`src/rtl/tcl_pkg.sv`:
```
package tcl_pkg;

  typedef enum logic {
    ST_IDLE = 1'b0,
    ST_WAIT = 1'b1
  } tcl_state_e;

  // width of a field addressing n items, never below one bit
  function automatic int unsigned sel_bits(int unsigned n);
    return (n > 1) ? $clog2(n) : 1;
  endfunction

endpackage

```
`src/rtl/tcl_tag_store.sv`:
```
module tcl_tag_store #(
  parameter int unsigned SETS  = 4,
  parameter int unsigned WAYS  = 2,
  parameter int unsigned TAG_W = 26,
  parameter int unsigned IDX_W = 2,
  parameter int unsigned WAY_W = 1
) (
  input  logic             clk_i,
  input  logic             rst_ni,
  input  logic [IDX_W-1:0] lk_idx_i,
  input  logic [TAG_W-1:0] lk_tag_i,
  output logic             lk_hit_o,
  output logic [WAY_W-1:0] lk_way_o,
  input  logic             wr_en_i,
  input  logic [IDX_W-1:0] wr_idx_i,
  input  logic [WAY_W-1:0] wr_way_i,
  input  logic [TAG_W-1:0] wr_tag_i,
  input  logic             inv_en_i,
  input  logic [IDX_W-1:0] inv_idx_i,
  input  logic [TAG_W-1:0] inv_tag_i
);

  logic             valid_q [SETS][WAYS];
  logic [TAG_W-1:0] tag_q   [SETS][WAYS];
  logic [WAYS-1:0]  hit_vec;

  for (genvar w = 0; w < WAYS; w++) begin : g_cmp
    assign hit_vec[w] = valid_q[lk_idx_i][w] && (tag_q[lk_idx_i][w] == lk_tag_i);
  end

  assign lk_hit_o = |hit_vec;

  always_comb begin
    lk_way_o = '0;
    for (int w = 0; w < WAYS; w++) begin
      if (hit_vec[w]) lk_way_o = WAY_W'(w);
    end
  end

  // a fill in the same cycle as a matching invalidation wins
  always_ff @(posedge clk_i or negedge rst_ni) begin
    if (!rst_ni) begin
      for (int s = 0; s < SETS; s++)
        for (int w = 0; w < WAYS; w++)
          valid_q[s][w] <= 1'b0;
    end else begin
      for (int s = 0; s < SETS; s++) begin
        for (int w = 0; w < WAYS; w++) begin
          if (inv_en_i && (IDX_W'(s) == inv_idx_i) && (tag_q[s][w] == inv_tag_i))
            valid_q[s][w] <= 1'b0;
          if (wr_en_i && (IDX_W'(s) == wr_idx_i) && (WAY_W'(w) == wr_way_i))
            valid_q[s][w] <= 1'b1;
        end
      end
    end
  end

  always_ff @(posedge clk_i) begin
    if (wr_en_i) tag_q[wr_idx_i][wr_way_i] <= wr_tag_i;
  end

endmodule

```
`src/rtl/tcl_lru.sv`:
```
module tcl_lru #(
  parameter int unsigned SETS  = 4,
  parameter int unsigned WAYS  = 2,
  parameter int unsigned IDX_W = 2,
  parameter int unsigned WAY_W = 1
) (
  input  logic             clk_i,
  input  logic             rst_ni,
  input  logic             touch_i,
  input  logic [IDX_W-1:0] touch_idx_i,
  input  logic [WAY_W-1:0] touch_way_i,
  input  logic [IDX_W-1:0] vic_idx_i,
  output logic [WAY_W-1:0] vic_way_o
);

  // rank 0 = most recent, WAYS-1 = victim
  logic [WAY_W-1:0] rank_q [SETS][WAYS];
  logic [WAY_W-1:0] old_rank;

  assign old_rank = rank_q[touch_idx_i][touch_way_i];

  always_ff @(posedge clk_i or negedge rst_ni) begin
    if (!rst_ni) begin
      for (int s = 0; s < SETS; s++)
        for (int w = 0; w < WAYS; w++)
          rank_q[s][w] <= WAY_W'(w);
    end else if (touch_i) begin
      for (int w = 0; w < WAYS; w++) begin
        if (WAY_W'(w) == touch_way_i)
          rank_q[touch_idx_i][w] <= '0;
        else if (rank_q[touch_idx_i][w] < old_rank)
          rank_q[touch_idx_i][w] <= rank_q[touch_idx_i][w] + 1'b1;
      end
    end
  end

  always_comb begin
    vic_way_o = '0;
    for (int w = 0; w < WAYS; w++) begin
      if (rank_q[vic_idx_i][w] == WAY_W'(WAYS - 1)) vic_way_o = WAY_W'(w);
    end
  end

endmodule

```
`src/rtl/tcl_stats.sv`:
```
module tcl_stats #(
  parameter int unsigned CNT_W = 32
) (
  input  logic             clk_i,
  input  logic             rst_ni,
  input  logic             ref_inc_i,
  input  logic             miss_inc_i,
  input  logic             pen_add_i,
  input  logic [CNT_W-1:0] pen_val_i,
  output logic [CNT_W-1:0] refs_o,
  output logic [CNT_W-1:0] misses_o,
  output logic [CNT_W-1:0] penalty_o
);

  always_ff @(posedge clk_i or negedge rst_ni) begin
    if (!rst_ni) begin
      refs_o    <= '0;
      misses_o  <= '0;
      penalty_o <= '0;
    end else begin
      if (ref_inc_i)  refs_o    <= refs_o + 1'b1;
      if (miss_inc_i) misses_o  <= misses_o + 1'b1;
      if (pen_add_i)  penalty_o <= penalty_o + pen_val_i;
    end
  end

endmodule

```
`src/rtl/tag_cache_timer.sv`:
```
module tag_cache_timer
  import tcl_pkg::*;
#(
  parameter int unsigned SETS       = 4,
  parameter int unsigned WAYS       = 2,
  parameter int unsigned HIT_CYCLES = 2,
  parameter int unsigned LINE_BYTES = 16,
  parameter int unsigned CNT_W      = 32
) (
  input  logic             clk_i,
  input  logic             rst_ni,
  input  logic             req_valid_i,
  input  logic [31:0]      req_addr_i,
  output logic             req_ready_o,
  output logic             rsp_valid_o,
  output logic [CNT_W-1:0] rsp_cycles_o,
  output logic             nl_req_valid_o,
  output logic [31:0]      nl_req_addr_o,
  input  logic             nl_rsp_valid_i,
  input  logic [CNT_W-1:0] nl_rsp_cycles_i,
  input  logic             inv_valid_i,
  input  logic [31:0]      inv_addr_i,
  output logic [CNT_W-1:0] refs_o,
  output logic [CNT_W-1:0] misses_o,
  output logic [CNT_W-1:0] penalty_o
);

  // SETS and LINE_BYTES are powers of two, LINE_BYTES >= 2
  localparam int unsigned OFF_W    = $clog2(LINE_BYTES);
  localparam int unsigned IDX_BITS = (SETS > 1) ? $clog2(SETS) : 0;
  localparam int unsigned IDX_W    = sel_bits(SETS);
  localparam int unsigned WAY_W    = sel_bits(WAYS);
  localparam int unsigned TAG_W    = 32 - OFF_W - IDX_BITS;
  localparam logic [CNT_W-1:0] HIT_C = CNT_W'(HIT_CYCLES);

  if (SETS == 0) begin : g_bypass
    logic unused_byp;
    assign unused_byp     = ^{clk_i, rst_ni, inv_valid_i, inv_addr_i};
    assign req_ready_o    = 1'b1;
    assign nl_req_valid_o = req_valid_i;
    assign nl_req_addr_o  = req_addr_i;
    assign rsp_valid_o    = nl_rsp_valid_i;
    assign rsp_cycles_o   = nl_rsp_cycles_i;
    assign refs_o         = '0;
    assign misses_o       = '0;
    assign penalty_o      = '0;
  end else begin : g_cache
    tcl_state_e       state_q;
    logic [31:0]      pend_addr_q;
    logic             rsp_valid_q;
    logic [CNT_W-1:0] rsp_cycles_q;

    logic [31:0]      req_line, pend_line, inv_line;
    logic [IDX_W-1:0] lk_idx, pend_idx, inv_idx;
    logic [TAG_W-1:0] lk_tag, pend_tag, inv_tag;
    logic             lk_hit;
    logic [WAY_W-1:0] lk_way, vic_way;
    logic             accept, fill, touch;
    logic [IDX_W-1:0] touch_idx;
    logic [WAY_W-1:0] touch_way;
    logic             unused_lo;

    assign unused_lo = ^{req_addr_i[OFF_W-1:0], inv_addr_i[OFF_W-1:0]};

    assign req_line  = req_addr_i  >> OFF_W;
    assign pend_line = pend_addr_q >> OFF_W;
    assign inv_line  = inv_addr_i  >> OFF_W;
    assign lk_idx    = IDX_W'(req_line  % SETS);
    assign pend_idx  = IDX_W'(pend_line % SETS);
    assign inv_idx   = IDX_W'(inv_line  % SETS);
    assign lk_tag    = TAG_W'(req_line  >> IDX_BITS);
    assign pend_tag  = TAG_W'(pend_line >> IDX_BITS);
    assign inv_tag   = TAG_W'(inv_line  >> IDX_BITS);

    assign accept    = req_valid_i && (state_q == ST_IDLE);
    assign fill      = (state_q == ST_WAIT) && nl_rsp_valid_i;
    assign touch     = (accept && lk_hit) || fill;
    assign touch_idx = fill ? pend_idx : lk_idx;
    assign touch_way = fill ? vic_way  : lk_way;

    always_ff @(posedge clk_i or negedge rst_ni) begin
      if (!rst_ni) begin
        state_q      <= ST_IDLE;
        pend_addr_q  <= '0;
        rsp_valid_q  <= 1'b0;
        rsp_cycles_q <= '0;
      end else begin
        rsp_valid_q <= touch;
        if (fill) begin
          state_q      <= ST_IDLE;
          rsp_cycles_q <= HIT_C + nl_rsp_cycles_i;
        end else if (accept) begin
          rsp_cycles_q <= HIT_C;
          if (!lk_hit) begin
            state_q     <= ST_WAIT;
            pend_addr_q <= req_addr_i;
          end
        end
      end
    end

    tcl_tag_store #(
      .SETS(SETS), .WAYS(WAYS), .TAG_W(TAG_W), .IDX_W(IDX_W), .WAY_W(WAY_W)
    ) u_tags (
      .clk_i     (clk_i),
      .rst_ni    (rst_ni),
      .lk_idx_i  (lk_idx),
      .lk_tag_i  (lk_tag),
      .lk_hit_o  (lk_hit),
      .lk_way_o  (lk_way),
      .wr_en_i   (fill),
      .wr_idx_i  (pend_idx),
      .wr_way_i  (vic_way),
      .wr_tag_i  (pend_tag),
      .inv_en_i  (inv_valid_i),
      .inv_idx_i (inv_idx),
      .inv_tag_i (inv_tag)
    );

    tcl_lru #(
      .SETS(SETS), .WAYS(WAYS), .IDX_W(IDX_W), .WAY_W(WAY_W)
    ) u_lru (
      .clk_i       (clk_i),
      .rst_ni      (rst_ni),
      .touch_i     (touch),
      .touch_idx_i (touch_idx),
      .touch_way_i (touch_way),
      .vic_idx_i   (pend_idx),
      .vic_way_o   (vic_way)
    );

    tcl_stats #(.CNT_W(CNT_W)) u_stats (
      .clk_i      (clk_i),
      .rst_ni     (rst_ni),
      .ref_inc_i  (accept),
      .miss_inc_i (accept && !lk_hit),
      .pen_add_i  (fill),
      .pen_val_i  (nl_rsp_cycles_i),
      .refs_o     (refs_o),
      .misses_o   (misses_o),
      .penalty_o  (penalty_o)
    );

    assign req_ready_o    = (state_q == ST_IDLE);
    assign nl_req_valid_o = (state_q == ST_WAIT);
    assign nl_req_addr_o  = pend_addr_q;
    assign rsp_valid_o    = rsp_valid_q;
    assign rsp_cycles_o   = rsp_cycles_q;
  end

endmodule

```
`config.mk`:
```
export PLATFORM = sky130hd
export DESIGN_NAME = tag_cache_timer
export DESIGN_NICKNAME = d
export VERILOG_FILES = /design/src/rtl/tcl_pkg.sv /design/src/rtl/tcl_tag_store.sv /design/src/rtl/tcl_lru.sv /design/src/rtl/tcl_stats.sv /design/src/rtl/tag_cache_timer.sv
export SDC_FILE = /design/constraint.sdc
export NUM_CORES = 1
export LEC_CHECK = 0
export ABC_CLOCK_PERIOD_IN_PS = 6900
export BUFFER_PORTS_ARGS = -buffer_cell sky130_fd_sc_hd__buf_4
export CORE_MARGIN = 4
export CORE_UTILIZATION = 50
export CTS_CLUSTER_SIZE = 8
export DETAILED_ROUTE_END_ITERATION = 6
export HOLD_SLACK_MARGIN = 0.02
export PLACE_DENSITY = 0.71
export SLEW_MARGIN = 30
export SYNTH_ARGS = -nofsm -noshare
export SYNTH_HDL_FRONTEND = slang
export SYNTH_SLANG_ARGS = --single-unit
export TNS_END_PERCENT = 1
```
`constraint.sdc`:
```
create_clock -name clk_i -period 6.9 [get_ports clk_i]
set_clock_uncertainty 0.15 [all_clocks]
set_input_delay 1.38 -clock clk_i [delete_from_list [all_inputs] [get_ports clk_i]]
set_output_delay 1.38 -clock clk_i [all_outputs]
set_load 0.03 [all_outputs]
```
==> results of run 1 <==
## worst max-delay path by stage
stage | slack [ps] | from | to | cells after the start
3_3_place_gp | 1270 | req_addr_i[4] | nl_req_addr_o[19] | 11
6_report | 1690 | req_addr_i[5] | nl_req_addr_o[30] | 11
3_5_place_dp | 1230 | req_addr_i[4] | nl_req_addr_o[30] | 11
5_1_grt | 1500 | req_addr_i[4] | nl_req_addr_o[10] | 10
2_1_floorplan | 1690 | nl_rsp_valid_i | g_cache.u_tags.tag_q[0][0] | 3
4_1_cts | 1770 | req_addr_i[4] | nl_req_addr_o[30] | 10
## power groups by stage
| stage | clock network [W] | logic, W | registers, W |
|---|---|---|---|
| 6_report | 0.00248 | 0.00233 | 0.00316 |
| 4_1_cts | 0.00251 | 0.00232 | 0.00315 |
| 5_1_grt | 0.00262 | 0.00251 | 0.00320 |
| 2_1_floorplan | 0 | 0.00116 | 0.00347 |
| 3_5_place_dp | 0 | 0.00231 | 0.00318 |
| 3_3_place_gp | 0 | 0.00227 | 0.00317 |
## state kept, by name (all words and copies together), names as in the netlist
name / cells
rsp_cycles_o: 32
g_cache.u_stats.penalty_o: 32
rsp_valid_o: 1
g_cache.u_lru.rank_q: 8
g_cache.u_tags.tag_q: 208
g_cache.u_stats.refs_o: 32
nl_req_valid_o: 1
nl_req_addr_o: 32
g_cache.u_stats.misses_o: 32
g_cache.u_tags.valid_q: 8
## layer usage
layer / vias up / track usage / part of all wire
met5: - / 0 / 0
met4: 0 / 0.08146 / 0.030
met3: 117 / 0.06413 / 0.10
met2: 767 / 0.4268 / 0.47
met1: 7345 / 0.3769 / 0.40
li1: 6655 / - / -
## metrics by stage
| stage | util | instances | power [W] | cell area (um2) | setup slack, ps |
|---|---|---|---|---|---|
| global placement | 0.5683 | 2424 | 0.005438 | 22680 | 1266 |
| CTS | 0.6076 | 2516 | 0.007979 | 24250 | 1766 |
| floorplan | - | 1701 | 0.004629 | 20320 | 1694 |
| finish | 0.6076 | 2516 | 0.007961 | 24250 | 1694 |
| detailed placement | 0.5689 | 2425 | 0.005493 | 22710 | 1225 |
| global route | 0.6076 | 2516 | 0.008322 | 24250 | 1499 |
## cells by family after synthesis
| group | Yosys count |
|---|---|
| AOI/OAI and AO/OA | 222 |
| xor gates and xnor gates | 373 |
| adders and majority gates | 35 |
| buffers and inverters | 109 |
| DFF | 386 |
| muxes | 119 |
| and+or+nand+nor | 457 |
## cells in the mapped netlist, types with 8 or more instances
cell        n  area [um2]
nand2b_1    8       50.05
a21oi_1    39       195.2
nor3_1     26       130.1
mux4_2     33       743.2
mux2_1     28       315.3
nor4_1     31       193.9
inv_1      32       120.1
dfrtp_1   174        4354
o21ai_0    86       430.4
a21o_1     26       195.2
nand3_1    56       280.3
xor2_1    150        1314
buf_6      15       168.9
mux2i_1    51       510.5
and3_1     29       181.4
ha_1       34       425.4
xnor2_1   223        1953
clkbuf_1   49       183.9
nor2_1     67       251.5
or3_1       8       50.05
nand4_1    66       412.9
nand2_1   139       521.8
edfxtp_1  208        6246
o211ai_1   11       82.58
## final cells by class
cell class                      instances  share of cell area
Sequential cell                       386              0.4414
Multi-Input combinational cell       1206              0.3750
Timing Repair Buffer                  275             0.08776
Clock buffer                           89             0.06201
Tap cell                              525             0.02709
Inverter                               33            0.005108
Clock inverter                          2            0.001599
## critical path, stage by stage
cell and delay (ps):
buf_4 570, buf_12 360, mux2i_1 270, xnor2_1 150, a2111oi_0 490, and4_1 290, a21oi_1 70, a2111oi_4 680
or3_2 600, buf_12 240, mux2_1 340
==> results.json, run 1 <==
{
  "status": "complete, no violations",
  "arrival_ps": 5520,
  "grt_max_degree": 152,
  "num_rows": 73,
  "internal_power_w": 0.005216,
  "whs_endpoint": "g_cache.u_stats.refs_o[31]",
  "die_y_um": 209.6,
  "ir_drop_uv": 241.8,
  "yosysSeqAreaShare": 0.5268,
  "antennaDiodeCount": 0,
  "die_width_um": 209.6,
  "p_sw_frac": 0.3449,
  "multiInputGateArea_um2": 9095,
  "tns_ps": 0,
  "reg2reg_from": "g_cache.u_tags.tag_q[3][47]",
  "cp-start-kind": "primary input",
  "cp.required_ps": 7220,
  "drive_gt1_frac": 0.1974,
  "hold_viol": 0,
  "ios": 264,
  "crit_fanout": 46,
  "hold_buffers": 0,
  "clockRootBuffer": "clkbuf_16",
  "cts_tree": "yes",
  "syn_nets": 1837,
  "cts_made_buffers": 54,
  "p_leak_nw": 9.685,
  "clock_latency_ps": 590,
  "avgSynthCellArea_um2": 11.95,
  "min-delay-start": "g_cache.u_stats.refs_o[31]",
  "relSlewSlack": 0.3093,
  "fmax_mhz": 192.1,
  "start_util": 0.5091,
  "setup_viol": 0,
  "post_cts_buffers": 0,
  "synth_top_family_by_area": "XOR/XNOR gates",
  "register_area_um2": 10710,
  "worstHoldPathType": "reg -> reg",
  "drt-total-wl_um": 60800,
  "grtUsageTotal": 0.2708,
  "r2r_slack_ps": 2690,
  "post-route-period-util": 0.7545,
  "power_density_nw_per_um2": 328.3,
  "firstDrtPassIters": 7,
  "final_nets": 2092,
  "path_class": "in -> reg",
  "wl_per_cell_um": 24.16,
  "tightest_slew_ps": 1027,
  "hold_ws_ps": 321.0,
  "post_cts_resized": 0,
  "synthesis.area_um2": 20320,
  "place.gp.congestion": 0.9877,
  "area_growth_pct": 19.35,
  "min_path_cells": 1,
  "synthFlopType": "edfxtp_1",
  "worstSetupEndpointType": "flop",
  "num-fill-cells": 3191,
  "switchingPower_w": 0.002745,
  "clk_pin_slew_ps": 50,
  "netlist_instances": 1701,
  "synth_edf_count": 208,
  "cts.sink_count": 386,
  "grt_pass1_vias": 14757,
  "rsz0062_at_grt": "false",
  "cts.path.max_buffers": 3,
  "synthAdderAreaFrac": 0.02192,
  "sequentialPowerShare": 0.396,
  "dr_total_vias": 14884,
  "reg2reg_depth": 9,
  "final_cell_mix": "buf_4, xnor2_1, edfxtp_1",
  "drv_slew": 0,
  "die-area_um2": 43930,
  "maxCapViolations": 0,
  "overflow": 0,
  "htreeDepth": 2,
  "drc": 0,
  "ys_warn_count": 0,
  "dp_hpwl_um": 43880,
  "ant_nets": 0,
  "antenna_found_initial": 0,
  "synth_compound_area_frac": 0.06958,
  "drt_iter0_markers": 1677,
  "clkPwrFrac": 0.311,
  "synthMuxAreaShare": 0.08110,
  "ys_types": 69,
  "ys_async_sr_fraction": 0.4611,
  "core_um2": 39910,
  "ys_ff_latch": 386,
  "portBuffers": 259,
  "grt_pass1_wl_um": 91540,
  "synth-xor-area-share": 0.1608,
  "period_needed_ps": 5206,
  "layout_commonest_cell": "buf_4",
  "synth-simple-area-share": 0.1123,
  "vias_per_cell": 5.916,
  "combPwrFrac": 0.292,
  "r2r_end": "nl_req_addr_o[30]"
}
Power figures use the tool's default switching activity.
==> run 2, diff against run 1 <==
ABC_AREA = 1   (was not set)
ABC_CLOCK_PERIOD_IN_PS = 5390   (was 6900)
PLACE_DENSITY = 0.7   (was 0.71)
clock period = 5.39 ns   (was 6.9 ns; I/O delays follow)
==> results.json, run 2 <==
{
  "final_cells": 3405,
  "post_cts_buffers": 0,
  "dp_hpwl_um": 49700,
  "drv_slew": 0,
  "grt_pass1_wl_um": 102900,
  "layout_commonest_cell": "nand2_1",
  "yosysSeqAreaShare": 0.4913,
  "maxCapViolations": 0,
  "ios": 264,
  "dr_total_vias": 18706,
  "fin_total_pwr_w": 0.01094,
  "portBuffers": 259,
  "reg2reg_depth": 12,
  "drive_gt1_frac": 0.1344,
  "yosys.area.top_type_share": 0.2867,
  "largest_register_ffs": 208,
  "tns_ps": 0,
  "wl_per_cell_um": 19.80,
  "crit_fanout": 31,
  "die_y_um": 216.8,
  "drt-total-wl_um": 67440,
  "start_util": 0.5058,
  "period_needed_ps": 3645,
  "reg2reg_from": "g_cache.u_stats.penalty_o[0]",
  "htreeDepth": 2,
  "cp_cell_sequence": "buf_4 -> inv_2 -> buf_4 -> nand2_1 -> nand3_1 -> nand2_1 -> nand2_1 -> nand2_1 -> inv_1 -> nand2_1 -> nor2_1 -> nand2_1 -> nor2_1 -> nand3_1 -> buf_4 -> nand2_1 -> o21ai_1 -> nand3_1 -> nand2_1",
  "synth_most_common_cell": "nand2_1",
  "post_cts_resized": 0,
  "setup_viol": 0,
  "grt_max_degree": 114,
  "r2r_end": "g_cache.u_stats.penalty_o[28]",
  "drc": 0,
  "switchingPower_w": 0.004123,
  "synth.area.top_cells": "edfxtp_1, dfrtp_1, nand2_1",
  "avgSynthCellArea_um2": 8.602,
  "cts_tree": "yes",
  "synth.top_cells.by_count": "nand2_1, nand3_1, edfxtp_1",
  "rsz0062_at_grt": "false",
  "place_ws_ps": 1219,
  "layout_setup_ws_ps": 1745,
  "synth_top_area_cell": "edfxtp_1",
  "status": "complete, no violations",
  "final_cell_mix": "nand2_1, buf_4, nand3_1",
  "die_width_um": 216.8,
  "relSlewSlack": 0.3483,
  "crit_top_cell": "nand2_1",
  "slowest_delay_ps": 490,
  "cts_made_buffers": 54,
  "placed_cells": 3309,
  "area_growth_pct": 18.87,
  "netlist_instances": 2533,
  "grt_pass1_vias": 18059,
  "cp.required_ps": 5720,
  "crit_slowest_cell": "inv_2",
  "cts.sink_count": 386,
  "arrival_ps": 3970,
  "post-route-period-util": 0.6763,
  "clk_pin_slew_ps": 50,
  "hold_buffers": 0,
  "antennaDiodeCount": 0,
  "clock_latency_ps": 600,
  "place.gp.congestion": 0.9611,
  "die-area_um2": 46980,
  "regMostFlops": "g_cache.u_tags.tag_q",
  "firstDrtPassIters": 6,
  "synth_edf_count": 208,
  "clkPwrFrac": 0.297,
  "drt_iter0_markers": 1467,
  "clockRootBuffer": "clkbuf_16",
  "cp-start-kind": "primary input",
  "num_rows": 76,
  "overflow": 0,
  "hold_viol": 0,
  "r2r_slack_ps": 2050,
  "syn_nets": 2669,
  "cts.path.max_buffers": 3,
  "vias_per_cell": 5.494,
  "ys_types": 47,
  "combPwrFrac": 0.324,
  "power_density_nw_per_um2": 422.3,
  "ir_drop_uv": 393.1,
  "path_class": "in -> reg",
  "final_util": 0.6013,
  "worstSetupEndpointType": "flop",
  "synthFlopType": "edfxtp_1",
  "tightest_slew_ps": 976.5,
  "ys_ff_latch": 386,
  "core_um2": 43080,
  "antenna_found_initial": 1,
  "ant_nets": 0,
  "grtUsageTotal": 0.2792,
  "p_leak_nw": 11.26,
  "ys_warn_count": 0,
  "fmax_mhz": 274.3,
  "internal_power_w": 0.006813,
  "worstHoldPathType": "in -> async",
  "final_nets": 2916,
  "synthesis.area_um2": 21790,
  "p_sw_frac": 0.3770,
  "ys_async_sr_fraction": 0.4611,
  "sequentialPowerShare": 0.380
}
==> run 2: cell types whose count changed after synthesis, moves of 51 or more <==
| cell | before | now |
|---|---|---|
| inv_1 | 32 | 198 |
| mux2i_1 | 51 | 0 |
| nand2_1 | 139 | 710 |
| nand3_1 | 56 | 213 |
| nor2_1 | 67 | 172 |
| o21ai_1 | 1 | 63 |
| xnor2_1 | 223 | 167 |
==> run 2: worst max path at each step <==
stage,slack (ps),cells past startpoint,from,end
after floorplan,1810,6,nl_rsp_valid_i,g_cache.u_tags.tag_q[2][0]
after global placement,1270,17,req_addr_i[4],nl_req_addr_o[15]
after detailed placement,1220,19,req_addr_i[4],g_cache.u_lru.rank_q[7]
after CTS,1830,17,req_addr_i[4],nl_req_addr_o[15]
after global routing,1540,20,req_addr_i[4],g_cache.u_lru.rank_q[1]
final,1740,19,req_addr_i[4],g_cache.u_lru.rank_q[7]
==> run 2: kinds of logic after synthesis <==
logic type               after synthesis  synth area share
AO/OA/AOI/OAI                        242           0.06076
adder cells (fa/ha/maj)               35           0.02044
multiplexers                           1         0.0005168
AND/OR/NAND/NOR                     1279            0.2525
buffers and inverters                295           0.05587
flip-flops                           386            0.4913
XOR/XNOR                             295            0.1186
==> run 2: final cells by class <==
cell class              instances  area [um2]
repair buffers                283        2230
well taps                     585       732.0
flip-flops and latches        386       10710
inverters                     203       762.0
clock buffers                  93        1519
multi-input cells            1852        9893
clock inverters                 3       58.81
fillers                      3752       17180
==> run 2: power by group through the flow <==
stage	clock, W	combinational [W]	sequential [W]
after floorplan	0	0.00169	0.00468
after global placement	0	0.00347	0.00418
after detailed placement	0	0.00351	0.00419
after CTS	0.00329	0.00353	0.00415
after global routing	0.00343	0.00384	0.00422
final	0.00324	0.00354	0.00415
==> run 2: worst max-delay path: cells and delay by family <==
kind / cells / cell delay [ps]
buffers and inverters: 5 / 1300
AND/OR/NAND/NOR: 13 / 1410
AO/OA/AOI/OAI: 1 / 170
==> run 2: through the flow <==
stage          cell area (um2)  hold WS, ps
3_3_place_gp             24310        312.9
3_5_place_dp             24320        314.4
2_1_floorplan            21790        307.0
6_report                 25900        328.2
4_1_cts                  25900        333.9
5_1_grt                  25900        351.8
==> run 2: metal layers <==
| layer | part of all wire | global-route usage | wire length [um] |
|---|---|---|---|
| met3 | 0.092 | 0.06116 | 6211 |
| met2 | 0.47 | 0.4538 | 31540 |
| met5 | 0.00030 | 0 | 20 |
| met4 | 0.030 | 0.08278 | 2015 |
| met1 | 0.41 | 0.3790 | 27640 |
==> run 3, diff against run 2 <==
ABC_CLOCK_PERIOD_IN_PS = 3100   (was 5390)
PLACE_DENSITY = 0.73   (was 0.7)
clock period = 3.1 ns   (was 5.39 ns; I/O delays follow)
==> results.json, run 3 (synthesis gave the netlist of run 2 again) <==
{
  "status": "complete, no violations",
  "htreeDepth": 2,
  "core_um2": 43080,
  "post-route-period-util": 0.8882,
  "area_growth_pct": 21.74,
  "fmax_mhz": 363.2,
  "drc": 0,
  "setup_viol": 0,
  "layout_setup_ws_ps": 346.7,
  "dr_total_vias": 19161,
  "cp-start-kind": "flop",
  "worstHoldPathType": "in -> reg",
  "final_cell_mix": "nand2_1, buf_4, nand3_1",
  "die_width_um": 216.8,
  "clockRootBuffer": "clkbuf_16",
  "vias_per_cell": 5.512,
  "grt_pass1_vias": 18783,
  "regMostFlops": "g_cache.u_tags.tag_q",
  "num_rows": 76,
  "start_util": 0.5058,
  "slowest_delay_ps": 440,
  "place_ws_ps": -64.99,
  "ir_drop_uv": 667.8,
  "grt_max_degree": 66,
  "final_nets": 2982,
  "r2r_slack_ps": 350,
  "arrival_ps": 3090,
  "firstDrtPassIters": 6,
  "p_leak_nw": 11.63,
  "die-area_um2": 46980,
  "drive_gt1_frac": 0.1536,
  "ios": 264,
  "reg2reg_from": "g_cache.u_stats.penalty_o[13]",
  "drt_iter0_markers": 1934,
  "crit_fanout": 3,
  "fin_area_um2": 26530,
  "place_area_um2": 24920,
  "clock_latency_ps": 620,
  "ant_nets": 0,
  "largest_register_ffs": 208,
  "r2r_end": "g_cache.u_stats.penalty_o[26]",
  "power_density_nw_per_um2": 723.6,
  "layout_commonest_cell": "nand2_1",
  "cts_made_buffers": 54,
  "antenna_found_initial": 2,
  "overflow": 0,
  "portBuffers": 259,
  "dp_hpwl_um": 50970,
  "hold_viol": 0,
  "num-fill-cells": 3668,
  "startpoint": "g_cache.u_stats.penalty_o[13]",
  "cts.path.max_buffers": 3,
  "cp.required_ps": 3430,
  "period_needed_ps": 2753,
  "post_cts_buffers": 0,
  "grt_pass1_wl_um": 105400,
  "cts.sink_count": 386,
  "tightest_slew_ps": 730.4,
  "reg2reg_depth": 10,
  "path_buf_inv": 0,
  "rsz0062_at_grt": "false",
  "path_class": "reg -> reg",
  "worst-path-stages": 10,
  "worstSetupEndpointType": "flop",
  "critPathCapture": "g_cache.u_stats.penalty_o[26]",
  "cp_cell_sequence": "ha_1 -> a21oi_1 -> o21ai_0 -> a21oi_1 -> nand3_1 -> a21boi_0 -> o21ai_0 -> xor2_1 -> nand2_1 -> nand2_1",
  "crit_family": "compound AO/OA/AOI/OAI gates",
  "register_area_um2": 10710,
  "cts_tree": "yes",
  "wl_per_cell_um": 19.72,
  "grtUsageTotal": 0.2865,
  "maxCapViolations": 0,
  "clk_pin_slew_ps": 50,
  "multiInputGateArea_um2": 9893,
  "die_y_um": 216.8,
  "place.gp.congestion": 0.9702,
  "relSlewSlack": 0.5086,
  "drt-total-wl_um": 68540,
  "crit_slowest_cell": "dfrtp_1",
  "drv_slew": 0
}
## run 3: area by class of cell
type / count / area share
inverter: 203 / 0.02873
timing repair buffer: 349 / 0.1071
sequential: 386 / 0.4036
clock buffer: 97 / 0.05783
clock inverter: 3 / 0.002075
antenna: 1 / 0.00009434
tap: 585 / 0.02759
multi-input combinational: 1852 / 0.3730
## run 3: repair_timing
action / in CTS / in global routing
hold buffers: 1 / 0
endpoints found under the setup margin: 0 / 1
resized for setup: 0 / 1
endpoints found under the hold margin: 57 / 0
## run 3: worst min path at each step
| stage | from | end | slack [ps] | cells after the start |
|---|---|---|---|---|
| after global placement | g_cache.u_stats.refs_o[31] | g_cache.u_stats.refs_o[31] | 310 | 1 |
| after CTS | nl_rsp_valid_i | nl_req_valid_o | 30 | 2 |
| after detailed placement | g_cache.u_stats.refs_o[31] | g_cache.u_stats.refs_o[31] | 320 | 1 |
| after floorplan | rst_ni | g_cache.u_lru.rank_q[1] | 170 | 0 |
| final | nl_rsp_valid_i | nl_req_valid_o | 70 | 2 |
| after global routing | nl_rsp_valid_i | nl_req_valid_o | 60 | 2 |
## run 3: through the flow
| stage | instances | utilization | hold WS, ps | TNS [ps] | total power [W] |
|---|---|---|---|---|---|
| after global placement | 3374 | 0.5786 | 314.6 | -1.119 | 0.01348 |
| final | 3476 | 0.6158 | 67.63 | 0 | 0.01919 |
| after CTS | 3475 | 0.6157 | 27.35 | 0 | 0.01925 |
| after floorplan | 2533 | - | 174.4 | -11490 | 0.01108 |
| after detailed placement | 3374 | 0.5786 | 317.1 | -192.1 | 0.01360 |
| after global routing | 3476 | 0.6158 | 64.63 | 0 | 0.02019 |
## run 3: layer usage
layer	up-vias	GRT usage	wire, um
met5	-	0	11
met4	2	0.1146	2921
met3	179	0.05627	6277
met2	860	0.4659	31960
met1	9054	0.3802	27370
li1	9066	-	-
## run 3: where the power goes
part,internal [W],switching [W]
clock network,0.00332,0.00228
logic,0.00231,0.00403
registers,0.00631,0.000944
total,0.0119,0.00726
